**src/rtl/irq_sequencer.sv**
```systemverilog
module irq_sequencer #(
  parameter int NREG = 3,
  parameter logic [7:0] SP_INIT = 8'hFF,
  parameter logic [15:0] NMI_VEC = 16'hFFFA,
  parameter logic [15:0] IRQ_VEC = 16'hFFFE
) (
  input  logic              clk,
  input  logic              rst_n,
  input  logic              irq_n,
  input  logic              nmi_n,
  input  logic              boundary,
  input  logic              rti,
  input  logic [15:0]       cur_pc,
  input  logic [8*NREG-1:0] regs_in,
  output logic [15:0]       addr,
  output logic [7:0]        wdata,
  input  logic [7:0]        rdata,
  output logic              rw,
  output logic              vma,
  output logic              pc_load,
  output logic [15:0]       pc_new,
  output logic [8*NREG-1:0] rest_regs,
  output logic              rest_valid,
  output logic              busy,
  output logic              irq_active
);
  localparam int F  = 3 + NREG;
  localparam int FB = 8 * F;
  localparam int CW = $clog2(F + 1);
  localparam logic [CW-1:0] LAST = CW'(F - 1);

  typedef enum logic [2:0] {S_IDLE, S_PUSH, S_VLO, S_VHI, S_POP} st_t;

  st_t           st;
  logic [7:0]    sp, vlo;
  logic [CW-1:0] cnt;
  logic [FB-1:0] frm;
  logic          nmi_q, nmi_pend, take_nmi, mask;

  wire idle     = (st == S_IDLE);
  wire nmi_fall = nmi_q & ~nmi_n;
  wire nmi_req  = nmi_pend | nmi_fall;
  wire irq_req  = ~irq_n & ~mask;
  wire go_rti   = idle & rti;
  wire go_int   = idle & boundary & ~rti & (nmi_req | irq_req);
  wire [15:0] vec = take_nmi ? NMI_VEC : IRQ_VEC;
  wire [15:0] ret = cur_pc + 16'd1;

  assign busy       = ~idle;
  assign vma        = ~idle;
  assign rw         = (st != S_PUSH);
  assign irq_active = mask;
  assign wdata      = (st == S_PUSH) ? frm[{cnt, 3'b000} +: 8] : 8'h00;

  always_comb begin
    case (st)
      S_PUSH:  addr = {8'h01, sp};
      S_POP:   addr = {8'h01, sp + 8'd1};
      S_VLO:   addr = vec;
      S_VHI:   addr = vec + 16'd1;
      default: addr = 16'h0000;
    endcase
  end

  always_ff @(posedge clk or negedge rst_n) begin
    if (!rst_n) begin
      st <= S_IDLE; sp <= SP_INIT; cnt <= '0; frm <= '0; vlo <= 8'h00;
      nmi_q <= 1'b1; nmi_pend <= 1'b0; take_nmi <= 1'b0; mask <= 1'b0;
      pc_load <= 1'b0; pc_new <= 16'h0000; rest_regs <= '0; rest_valid <= 1'b0;
    end else begin
      nmi_q      <= nmi_n;
      nmi_pend   <= (go_int & nmi_req) ? 1'b0 : nmi_req;
      pc_load    <= 1'b0;
      rest_valid <= 1'b0;
      case (st)
        S_IDLE:
          if (go_rti) begin
            st <= S_POP; cnt <= LAST;
          end else if (go_int) begin
            st <= S_PUSH; cnt <= '0; take_nmi <= nmi_req;
            frm <= {regs_in, 7'b0, mask, ret[7:0], ret[15:8]};
          end
        S_PUSH: begin
          sp <= sp - 8'd1;
          if (cnt == LAST) st <= S_VLO;
          else cnt <= cnt + 1'b1;
        end
        S_VLO: begin vlo <= rdata; st <= S_VHI; end
        S_VHI: begin
          pc_new <= {rdata, vlo}; pc_load <= 1'b1; st <= S_IDLE;
          if (!take_nmi) mask <= 1'b1;
        end
        S_POP: begin
          sp <= sp + 8'd1;
          frm[{cnt, 3'b000} +: 8] <= rdata;
          if (cnt == '0) begin
            pc_new <= {rdata, frm[15:8]}; mask <= frm[16];
            rest_regs <= frm[FB-1:24]; rest_valid <= 1'b1; pc_load <= 1'b1;
            st <= S_IDLE;
          end else cnt <= cnt - 1'b1;
        end
        default: st <= S_IDLE;
      endcase
    end
  end

  a_r2_push_descends: assert property (@(posedge clk) disable iff (!rst_n)
    st == S_PUSH |=> sp == $past(sp) - 8'd1);
  a_r2_write_in_stack: assert property (@(posedge clk) disable iff (!rst_n)
    !rw |-> vma && addr[15:8] == 8'h01);
  a_r9_pop_ascends: assert property (@(posedge clk) disable iff (!rst_n)
    st == S_POP |=> sp == $past(sp) + 8'd1);
  a_r3_load_pulse: assert property (@(posedge clk) disable iff (!rst_n)
    pc_load |=> !pc_load);
  a_r5_irq_masked: assert property (@(posedge clk) disable iff (!rst_n)
    idle && boundary && !rti && !nmi_req && mask |=> !busy);
  a_r8_nmi_first: assert property (@(posedge clk) disable iff (!rst_n)
    idle && boundary && !rti && nmi_req && !irq_n |=> take_nmi);
  a_r7_mask_kept: assert property (@(posedge clk) disable iff (!rst_n)
    st == S_VHI && take_nmi |=> irq_active == $past(irq_active));
  a_r6_edge_held: assert property (@(posedge clk) disable iff (!rst_n)
    $fell(nmi_n) && !(idle && boundary && !rti) |=> nmi_pend);
  a_r10_rti_first: assert property (@(posedge clk) disable iff (!rst_n)
    idle && rti |=> st == S_POP);
  a_r12_busy_holds: assert property (@(posedge clk) disable iff (!rst_n)
    st == S_PUSH && cnt != LAST |=> st == S_PUSH);
endmodule

```
**config.mk**
```make
export PLATFORM = sky130hd
export DESIGN_NAME = irq_sequencer
export DESIGN_NICKNAME = d
export VERILOG_FILES = /design/src/rtl/irq_sequencer.sv
export SDC_FILE = /design/constraint.sdc
export NUM_CORES = 1
export LEC_CHECK = 0
export ABC_AREA = 0
export BUFFER_PORTS_ARGS = -buffer_cell sky130_fd_sc_hd__buf_2
export CORE_ASPECT_RATIO = 2
export CORE_MARGIN = 2
export CORE_UTILIZATION = 40
export DETAILED_ROUTE_END_ITERATION = 10
export GPL_TIMING_DRIVEN = 0
export PLACE_DENSITY = 0.61
export SLEW_MARGIN = 25
export SYNTH_ARGS = -nofsm -noshare
export SYNTH_HDL_FRONTEND = slang
export SYNTH_SLANG_ARGS = --single-unit
```
**constraint.sdc**
```tcl
create_clock -name clk -period 7.4 [get_ports clk]
set_clock_uncertainty 0.05 [all_clocks]
set_input_delay 1.11 -clock clk [delete_from_list [all_inputs] [get_ports clk]]
set_output_delay 1.11 -clock clk [all_outputs]
set_load 0.01 [all_outputs]
```
==> results of run 1 <==
cells by family (layout without fill, tap and decap cells):
family / count (synthesis) / after routing / share of synthesized area [%]
adders and majority gates: 8 / 8 / 1.78
and+or+nand+nor: 170 / 170 / 14.0
AOI/OAI and AO/OA: 143 / 143 / 14.7
xor gates and xnor gates: 25 / 25 / 3.63
muxes: 65 / 65 / 13.4
DFF: 116 / 116 / 48.3
buffers and inverters: 53 / 207 / 4.11
state kept, by name (all words and copies together) (netlist names):
name / flops
cnt: 3
frm: 48
irq_active: 1
nmi_pend: 1
nmi_q: 1
pc_load: 1
pc_new: 16
rest_regs: 24
rest_valid: 1
sp: 8
st: 3
take_nmi: 1
vlo: 8
cells in the final DEF (no fill, tap or decap), drive strengths merged, types with 4 or more instances in the layout:
| master | netlist | final |
|---|---|---|
| buf | 21 | 145 |
| dfrtp | 107 | 107 |
| nand2 | 75 | 75 |
| o21ai | 52 | 52 |
| nor2 | 49 | 49 |
| mux2 | 46 | 46 |
| clkbuf | 18 | 42 |
| a21oi | 28 | 28 |
| a22oi | 22 | 22 |
| inv | 14 | 14 |
| xnor2 | 13 | 13 |
| xor2 | 12 | 12 |
| mux2i | 11 | 11 |
| nand3 | 9 | 9 |
| dfstp | 9 | 9 |
| o22ai | 8 | 8 |
| mux4 | 8 | 8 |
| a2bb2oi | 8 | 8 |
| a22o | 7 | 7 |
| ha | 7 | 7 |
| nor3 | 7 | 7 |
| nor4 | 6 | 6 |
| clkinv | 0 | 5 |
| nor2b | 4 | 4 |
| o31ai | 4 | 4 |
metal layers:
metal | vias up | track usage (%) | wire length, µm
met3 | 44 | 4.08 | 824
met5 | - | 0 | 0
li1 | 2351 | - | -
met2 | 183 | 48.5 | 11200
met4 | 0 | 10.7 | 705
met1 | 2537 | 25.3 | 6590
how the worst min path moves through the flow:
stage                from         end  slack (ns)
2_1_floorplan      frm[4]      frm[4]        0.40
3_3_place_gp   pc_new[14]  pc_new[14]        0.42
3_5_place_dp       frm[6]      frm[6]        0.43
4_1_cts            frm[6]      frm[6]        0.44
5_1_grt            frm[6]      frm[6]        0.46
6_report           frm[6]      frm[6]        0.44
through the flow:
step	total power (W)	cell area, µm²
final	0.00348	7450
after global routing	0.00370	7450
after global placement	0.00269	6890
after floorplan	0.00216	6030
after CTS	0.00350	7450
after detailed placement	0.00274	6930
power by group through the flow:
stage	clock (W)	sequential, W	combinational, W
after global routing	0.000787	0.00123	0.00168
after floorplan	0	0.00115	0.00101
after detailed placement	0	0.00121	0.00154
after global placement	0	0.00119	0.00150
after CTS	0.000756	0.00120	0.00154
final	0.000748	0.00120	0.00153
critical path, delay by kind of cell (launching register included):
family          cells  cell delay, ns
mux                 1            0.42
compound gates      1            0.28
simple gates        1            0.07
flops               1            0.45
buf+inv             3            0.98
cell usage after synthesis, types with 9 or more instances:
master,number,share of area (%)
buf_2,9,0.75
xnor2_1,13,1.9
nor2_1,47,2.9
nand3_1,9,0.75
dfrtp_1,107,44
dfstp_2,9,3.9
inv_1,12,0.75
a21oi_1,28,2.3
xor2_1,12,1.7
a22oi_1,21,2.6
o21ai_0,49,4.1
clkbuf_1,18,1.1
mux2i_1,11,1.8
mux2_2,46,8.6
buf_4,10,1.2
nand2_1,72,4.5
layout make-up:
| type | instances | area, µm² | area share (%) |
|---|---|---|---|
| buffer | 39 | 195 | 2.62 |
| clock buffer | 24 | 472 | 6.33 |
| clock inverter | 6 | 55.1 | 0.739 |
| inverter | 14 | 52.6 | 0.705 |
| multi-input combinational | 411 | 2870 | 38.5 |
| sequential | 116 | 2910 | 39.1 |
| tap | 195 | 244 | 3.27 |
| timing repair buffer | 124 | 649 | 8.71 |
==> flow_summary_export.csv, run 1 <==
group,metric,value,unit
sta,slew_headroom,43.5,%
sta,finalCritPeriodShare,51.1,%
sta,fmax,264,MHz
placed_design,dp_hpwl,15.0,mm
routing,vias_per_cell,5.51,
yosys,syn_area,6030,µm²
die,io_pins,124,
yosys,syn_area_per_cell,10.4,µm²
power_and_ir_drop,p_switching,0.00139,W
clock_network,clkSinkCount,116,
worst_setup_path,cp-start-kind,"flip-flop",
clock_network,clock_path_buffers,2,
sta,worst_pin_slew,0.844,ns
worst_setup_path,critPathCapture,"wdata[1]",
clock_network,h-tree-depth,4,
routing,vias,5115,
power_and_ir_drop,vdd_drop_max,0.169,mV
sta,setup-tns-final,0,ns
global_route,grt_pass1_vias,5250,
power_and_ir_drop,combPwrFrac,44.0,%
global_route,grt.total_usage,24.7,%
yosys,async_reset_ff_share,100,%
layout,drive_gt1_share,33.8,%
sta,timing.hold.ws,0.441,ns
worst_setup_path,worstPathRequired,6.24,ns
yosys,yosysSeqAreaShare,48.3,%
job,maxCapViolations,0,
yosys,syn_inst,580,
worst_setup_path,worstSetupPathType,"reg2out",
worst_setup_path,crit-reg2reg-launch,"cnt[1]",
layout,n_antenna_cell,0,
worst_setup_path,r2r_slack,4.05,ns
clock_network,cts.clk_slew.worst_paths,0.05,ns
clock_network,postCtsHoldBufs,0,
layout,fillerInstances,1470,
power_and_ir_drop,power.density,467,nW/µm²
yosys,synth_edf_count,0,
worst_setup_path,path_max_fanout,10,
yosys,synth_cell_types,58,
layout,final_nets,785,
clock_network,numCtsBuffers,17,
sta,hold_violations,0,
clock_network,tritoncts,"yes",
die,die_w,90.8,µm
sta,setup_viol,0,
die,row_count,63,
layout,final_core_util,50.3,%
routing,ant_nets,0,
hold_path,hold_path_depth,2,
hold_path,hp-class,"reg2reg",
sta,fin_ws,3.62,ns
worst_setup_path,max_stage_delay,0.53,ns
clock_network,clock_latency,0.41,ns
power_and_ir_drop,intPower,0.00209,W
yosys,synthFlopType,"dfrtp_1",
global_route,grt_first_pass_wirelength,29.6,mm
yosys,syn_nets,642,
worst_setup_path,critPathLaunch,"cnt[0]",
global_route,grt_remaining_overflow,0,
worst_setup_path,crit_top_cell,"buf_2",
placed_design,io_buffers,123,
routing,wl_per_cell,20.8,µm
die,start_util,40.7,%
global_route,grt_max_degree,60,
routing,drt-total-wl,19.4,mm
die,die_h,178,µm
clock_network,ctsResizeCount,0,
worst_setup_path,path_cells,"buf_2, buf_1, mux4_2, a22oi_1, nor2_1, buf_2",
layout,fin_cells,929,
worst_setup_path,end_kind,"output port",
placed_design,pre_cts_ws,4.06,ns
sta,rsz0062_at_grt,"false",
layout,area_growth,23.5,%
clock_network,post_cts_buffers,0,
power_and_ir_drop,p_clk_share,21.5,%
power_and_ir_drop,seq_power_share,34.5,%
clock_network,root_buffer,"clkbuf_16",
run_status,status,"finished clean",
routing,drc,0,
worst_setup_path,r2r_cells,10,
placed_design,dp.cells,899,
worst_setup_path,r2r-end,"frm[27]",
worst_setup_path,arrival,2.62,ns
global_route,antenna_found_initial,0,
die,core,14800,µm²
routing,first_pass_iters,7,
sta,maxSlewViolCount,0,
yosys,yosys_warnings,0,
die,die_area,16100,µm²
placed_design,gp_congestion,0.880,
yosys,synth.ff_latch_count,116,
routing,drt_iter0_drc,326,
power_and_ir_drop,switching_share,40.0,%
sta,period_needed,3.78,ns
worst_setup_path,crit_path_top_delay_cell,"buf_1",
power_and_ir_drop,p_leak,3.48,nW
Note: power is estimated with default switching activity, not from simulation.
==> inputs of run 2 (changes only) <==
PLACE_DENSITY = 0.64   (was 0.61)
clock period = 3.2 ns   (was 7.4 ns; I/O delays follow)
==> flow_summary_export.csv, run 2 (synthesis gave the netlist of run 1 again) <==
group,metric,value,unit
global_route,grt.total_usage,24.3,%
die,die_area,16100,µm²
layout,area_growth,24.9,%
power_and_ir_drop,fin_total_pwr,0.00826,W
worst_setup_path,worstPathRequired,3.48,ns
job,maxCapViolations,0,
clock_network,h-tree-depth,4,
die,start_util,40.7,%
routing,drt_iter0_drc,313,
routing,drc,0,
global_route,grt_pass1_vias,5259,
run_status,status,"finished clean",
placed_design,dp_hpwl,14.7,mm
global_route,grt_first_pass_wirelength,29.0,mm
placed_design,gp_congestion,0.862,
die,die_h,178,µm
global_route,antenna_found_initial,0,
layout,final_nets,786,
routing,first_pass_iters,7,
worst_setup_path,end_kind,"flip-flop",
layout,fin_cells,932,
clock_network,clock_path_buffers,2,
clock_network,cts.clk_slew.worst_paths,0.06,ns
routing,wl_per_cell,20.7,µm
global_route,grt_max_degree,75,
clock_network,post_cts_buffers,0,
sta,period_needed,3.00,ns
sta,fmax,333,MHz
layout,largest_register_ffs,48,
die,row_count,63,
clock_network,clkSinkCount,116,
hold_path,hp-class,"in2reg",
clock_network,root_buffer,"clkbuf_16",
sta,maxSlewViolCount,0,
sta,setup_viol,0,
placed_design,io_buffers,123,
sta,finalCritPeriodShare,93.8,%
clock_network,tritoncts,"yes",
die,die_w,90.8,µm
routing,drt-total-wl,19.2,mm
clock_network,numCtsBuffers,17,
routing,vias_per_cell,5.54,
die,io_pins,124,
worst_setup_path,path_max_fanout,10,
layout,stdcell_area,7530,µm²
layout,mostFrequentLayoutCells,"buf_2, dfrtp_1, nand2_1",
layout,regMostFlops,"frm",
sta,worst_pin_slew,0.770,ns
worst_setup_path,cp-start-kind,"flip-flop",
sta,hold_violations,0,
sta,rsz0062_at_grt,"false",
sta,slew_headroom,48.5,%
hold_path,hold_path_depth,1,
die,core,14800,µm²
routing,ant_nets,0,
worst_setup_path,worstSetupPathType,"reg2reg",
routing,vias,5166,
clock_network,clock_latency,0.42,ns
placed_design,placed_area,6930,µm²
layout,final_common_cell,"buf_2",
worst_setup_path,r2r_slack,0.20,ns
placed_design,dp.cells,899,
layout,largestRegisters,"frm: 48 flops, rest_regs: 24 flops, pc_new: 16 flops",
layout,drive_gt1_share,35.0,%
layout,n_antenna_cell,0,
power_and_ir_drop,vdd_drop_max,0.368,mV
global_route,grt_remaining_overflow,0,
power_and_ir_drop,p_leak,3.51,nW
worst_setup_path,arrival,3.28,ns
power_and_ir_drop,power.density,1100,nW/µm²
worst_setup_path,r2r_cells,10,
layout,fillerInstances,1463,
## run 2: changes by cell type in the layout (fill, tap and decap cells not counted), sizes merged, moves of 2 or more
| cell | delta |
|---|---|
| buf | -2 |
| clkinv | -3 |
| clkinvlp | +3 |
| inv | +8 |
| clkbuf | -5 |
## run 2: report_power, final
part	internal [W]	switching, W	total [W]	leakage [nW]
logic	0.00156	0.00200	0.00357	1.83
clock network	0.00116	0.000751	0.00191	0.282
registers	0.00219	0.000585	0.00277	1.40
total	0.00491	0.00334	0.00826	3.51
## run 2: what timing repair did
action / CTS / global route
hold endpoints to repair: 41 / 0
endpoints found under the setup margin: 15 / 8
hold buffers: 1 / 0
resized for setup: 1 / 4
## run 2: per-stage QoR
stage	setup slack [ns]	hold slack (ns)	TNS [ns]	utilization, %
after detailed placement	-0.155	0.380	-1.35	46.7
final	0.198	0.128	0	50.8
after global placement	-0.141	0.415	-1.56	46.5
after CTS	0.0544	0.114	0	50.8
after floorplan	0.502	0.134	0	-
after global routing	0.0547	0.119	0	50.8
## run 2: routing by layer
metal  GRT usage (%)  vias up  wire length [µm]
met5               0        -                 0
met4            13.0        0               952
met3            4.59       63               837
met2            46.5      205             10700
met1            24.4     2538              6750
li1                -     2360                 -
## run 2: final timing paths
check | start | end
setup / recovery | cnt[1] | frm[29]
hold / removal | nmi_n | nmi_q
setup reg to reg | cnt[1] | frm[29]
hold reg to reg | pc_new[4] | pc_new[4]
max in group asynchronous | rst_n | sp[7]
min in group asynchronous | rst_n | pc_new[12]
## run 2: critical path, cell delays in order, from the launching register on
cell       delay, ns
dfrtp_1         0.42
clkbuf_4        0.29
inv_1           0.11
ha_1            0.21
ha_1            0.38
nand4bb_4       0.19
or4_1           0.45
clkbuf_1        0.28
nand2_2         0.28
nor2_1          0.08
a21oi_1         0.16
## run 2: layout make-up
cell class | instances | area [µm²] | area share (%)
buffer | 39 | 201 | 2.67
clock buffer | 17 | 425 | 5.65
clock inverter | 15 | 166 | 2.21
inverter | 14 | 52.6 | 0.697
multi-input combinational | 411 | 2870 | 38.1
sequential | 116 | 2910 | 38.7
tap | 195 | 244 | 3.24
timing repair buffer | 125 | 659 | 8.75
==> inputs of run 3 (changes only) <==
CTS_BUF_LIST = sky130_fd_sc_hd__clkbuf_4   (was unset)
MAX_ROUTING_LAYER = met4   (was unset)
==> flow_summary_export.csv, run 3 (synthesis gave the netlist of run 1 again) <==
group,metric,value,unit
die,io_pins,124,
clock_network,tritoncts,"yes",
clock_network,cts.clk_slew.worst_paths,0.10,ns
global_route,grt_pass1_vias,5323,
layout,stdcell_area,7210,µm²
clock_network,clock_path_buffers,2,
worst_setup_path,arrival,2.50,ns
die,core,14800,µm²
placed_design,dp_hpwl,14.8,mm
layout,final_common_cell,"buf_2",
hold_path,hold_path_depth,3,
placed_design,io_buffers,123,
layout,final_nets,786,
global_route,grt.total_usage,25.2,%
routing,wl_per_cell,20.5,µm
sta,fmax,330,MHz
global_route,grt_first_pass_wirelength,29.3,mm
worst_setup_path,r2r-end,"frm[24]",
global_route,antenna_found_initial,1,
sta,setup_viol,0,
global_route,grt_remaining_overflow,0,
clock_network,h-tree-depth,4,
routing,drt-total-wl,19.2,mm
worst_setup_path,worstPathRequired,2.67,ns
clock_network,root_buffer,"clkbuf_4",
clock_network,numCtsBuffers,17,
layout,drive_gt1_share,34.7,%
power_and_ir_drop,p_leak,3.38,nW
sta,rsz0062_at_grt,"false",
sta,worst_pin_slew,0.784,ns
power_and_ir_drop,power.density,1020,nW/µm²
job,maxCapViolations,0,
power_and_ir_drop,vdd_drop_max,0.272,mV
sta,slew_headroom,47.5,%
worst_setup_path,worstSetupPathType,"reg2out",
die,start_util,40.7,%
global_route,grt_max_degree,75,
worst_setup_path,end_kind,"output port",
worst_setup_path,path_max_fanout,19,
routing,drt_iter0_drc,264,
die,die_h,178,µm
die,die_area,16100,µm²
layout,mostFrequentLayoutCells,"buf_2, dfrtp_1, nand2_1",
sta,finalCritPeriodShare,94.7,%
hold_path,hold_start,"regs_in[20]",
worst_setup_path,crit-reg2reg-launch,"cnt[1]",
layout,area_growth,19.6,%
routing,vias,5106,
routing,first_pass_iters,5,
worst_setup_path,r2r_slack,0.24,ns
clock_network,post_cts_buffers,0,
hold_path,hp-class,"in2reg",
placed_design,gp_congestion,0.874,
die,row_count,63,
sta,hold_violations,0,
run_status,status,"finished clean",
die,die_w,90.8,µm
placed_design,placed_area,6930,µm²
layout,largestRegisters,"frm: 48 flops, rest_regs: 24 flops, pc_new: 16 flops",
routing,vias_per_cell,5.47,
routing,drc,0,
routing,ant_nets,0,
worst_setup_path,r2r_cells,10,
hold_path,whs_endpoint,"frm[44]",
sta,period_needed,3.03,ns
layout,largest_register_ffs,48,
worst_setup_path,cp-start-kind,"flip-flop",
sta,setup-tns-final,0,ns
clock_network,clkSinkCount,116,
sta,maxSlewViolCount,0,
clock_network,clock_latency,0.55,ns
layout,regMostFlops,"frm",
sta,timing.hold.ws,0.112,ns
run 3: changes by cell type in the layout (fill, tap and decap cells not counted), moves of 6 or more:
cell,change
clkbuf_4,+20
clkbuf_16,-17
inv_6,-8
clkinv_2,+6
run 3: worst max path at each step:
stage	cells after the start	to	slack [ns]	from
after detailed placement	10	frm[24]	-0.17	cnt[1]
after CTS	8	addr[3]	0.14	st[1]
after global routing	8	addr[3]	0.05	st[1]
final	5	wdata[7]	0.17	cnt[0]
after global placement	10	frm[31]	-0.12	cnt[1]
after floorplan	10	frm[26]	0.50	cnt[1]
run 3: power breakdown:
| part | switching (W) | internal, W |
|---|---|---|
| clock network | 0.000560 | 0.000476 |
| logic | 0.00199 | 0.00156 |
| registers | 0.000583 | 0.00218 |
run 3: per-layer routing:
metal  track usage [%]  part of all wire, %  up-vias
li1                  -                    -     2361
met1              24.3                   35     2516
met2              46.2                   55      169
met3              4.33                  4.0       60
met4              15.5                  5.6        0
met5                 -                    0        -
run 3: repair_timing:
action / in CTS / in global routing
pin swaps: 0 / 0
endpoints found under the setup margin: 29 / 8
gates resized for setup: 2 / 1
hold endpoints to repair: 42 / 0
hold buffers: 2 / 0
run 3: area by class of cell:
type / instances / area, µm²
clock inverter: 12 / 114
clock buffer: 20 / 150
fill: 1502 / 7600
multi-input combinational: 411 / 2870
buffer: 38 / 196
tap: 195 / 244
inverter: 14 / 52.6
timing repair buffer: 126 / 669
antenna: 1 / 2.50
sequential: 116 / 2910
run 3: worst max-delay path, stage by stage (launching register included):
cell and delay [ns]:
dfrtp_1 0.46, buf_2 0.44, mux4_2 0.56, a22oi_1 0.26, nor2_1 0.08, buf_2 0.16
run 3: stage by stage:
stage / cells / worst slack, ns / total power (W) / utilization [%]
2_1_floorplan: 580 / 0.502 / 0.00499 / -
6_report: 933 / 0.170 / 0.00735 / 48.7
3_3_place_gp: 898 / -0.125 / 0.00622 / 46.5
5_1_grt: 933 / 0.0481 / 0.00784 / 48.7
4_1_cts: 932 / 0.138 / 0.00737 / 48.6
3_5_place_dp: 899 / -0.169 / 0.00633 / 46.7
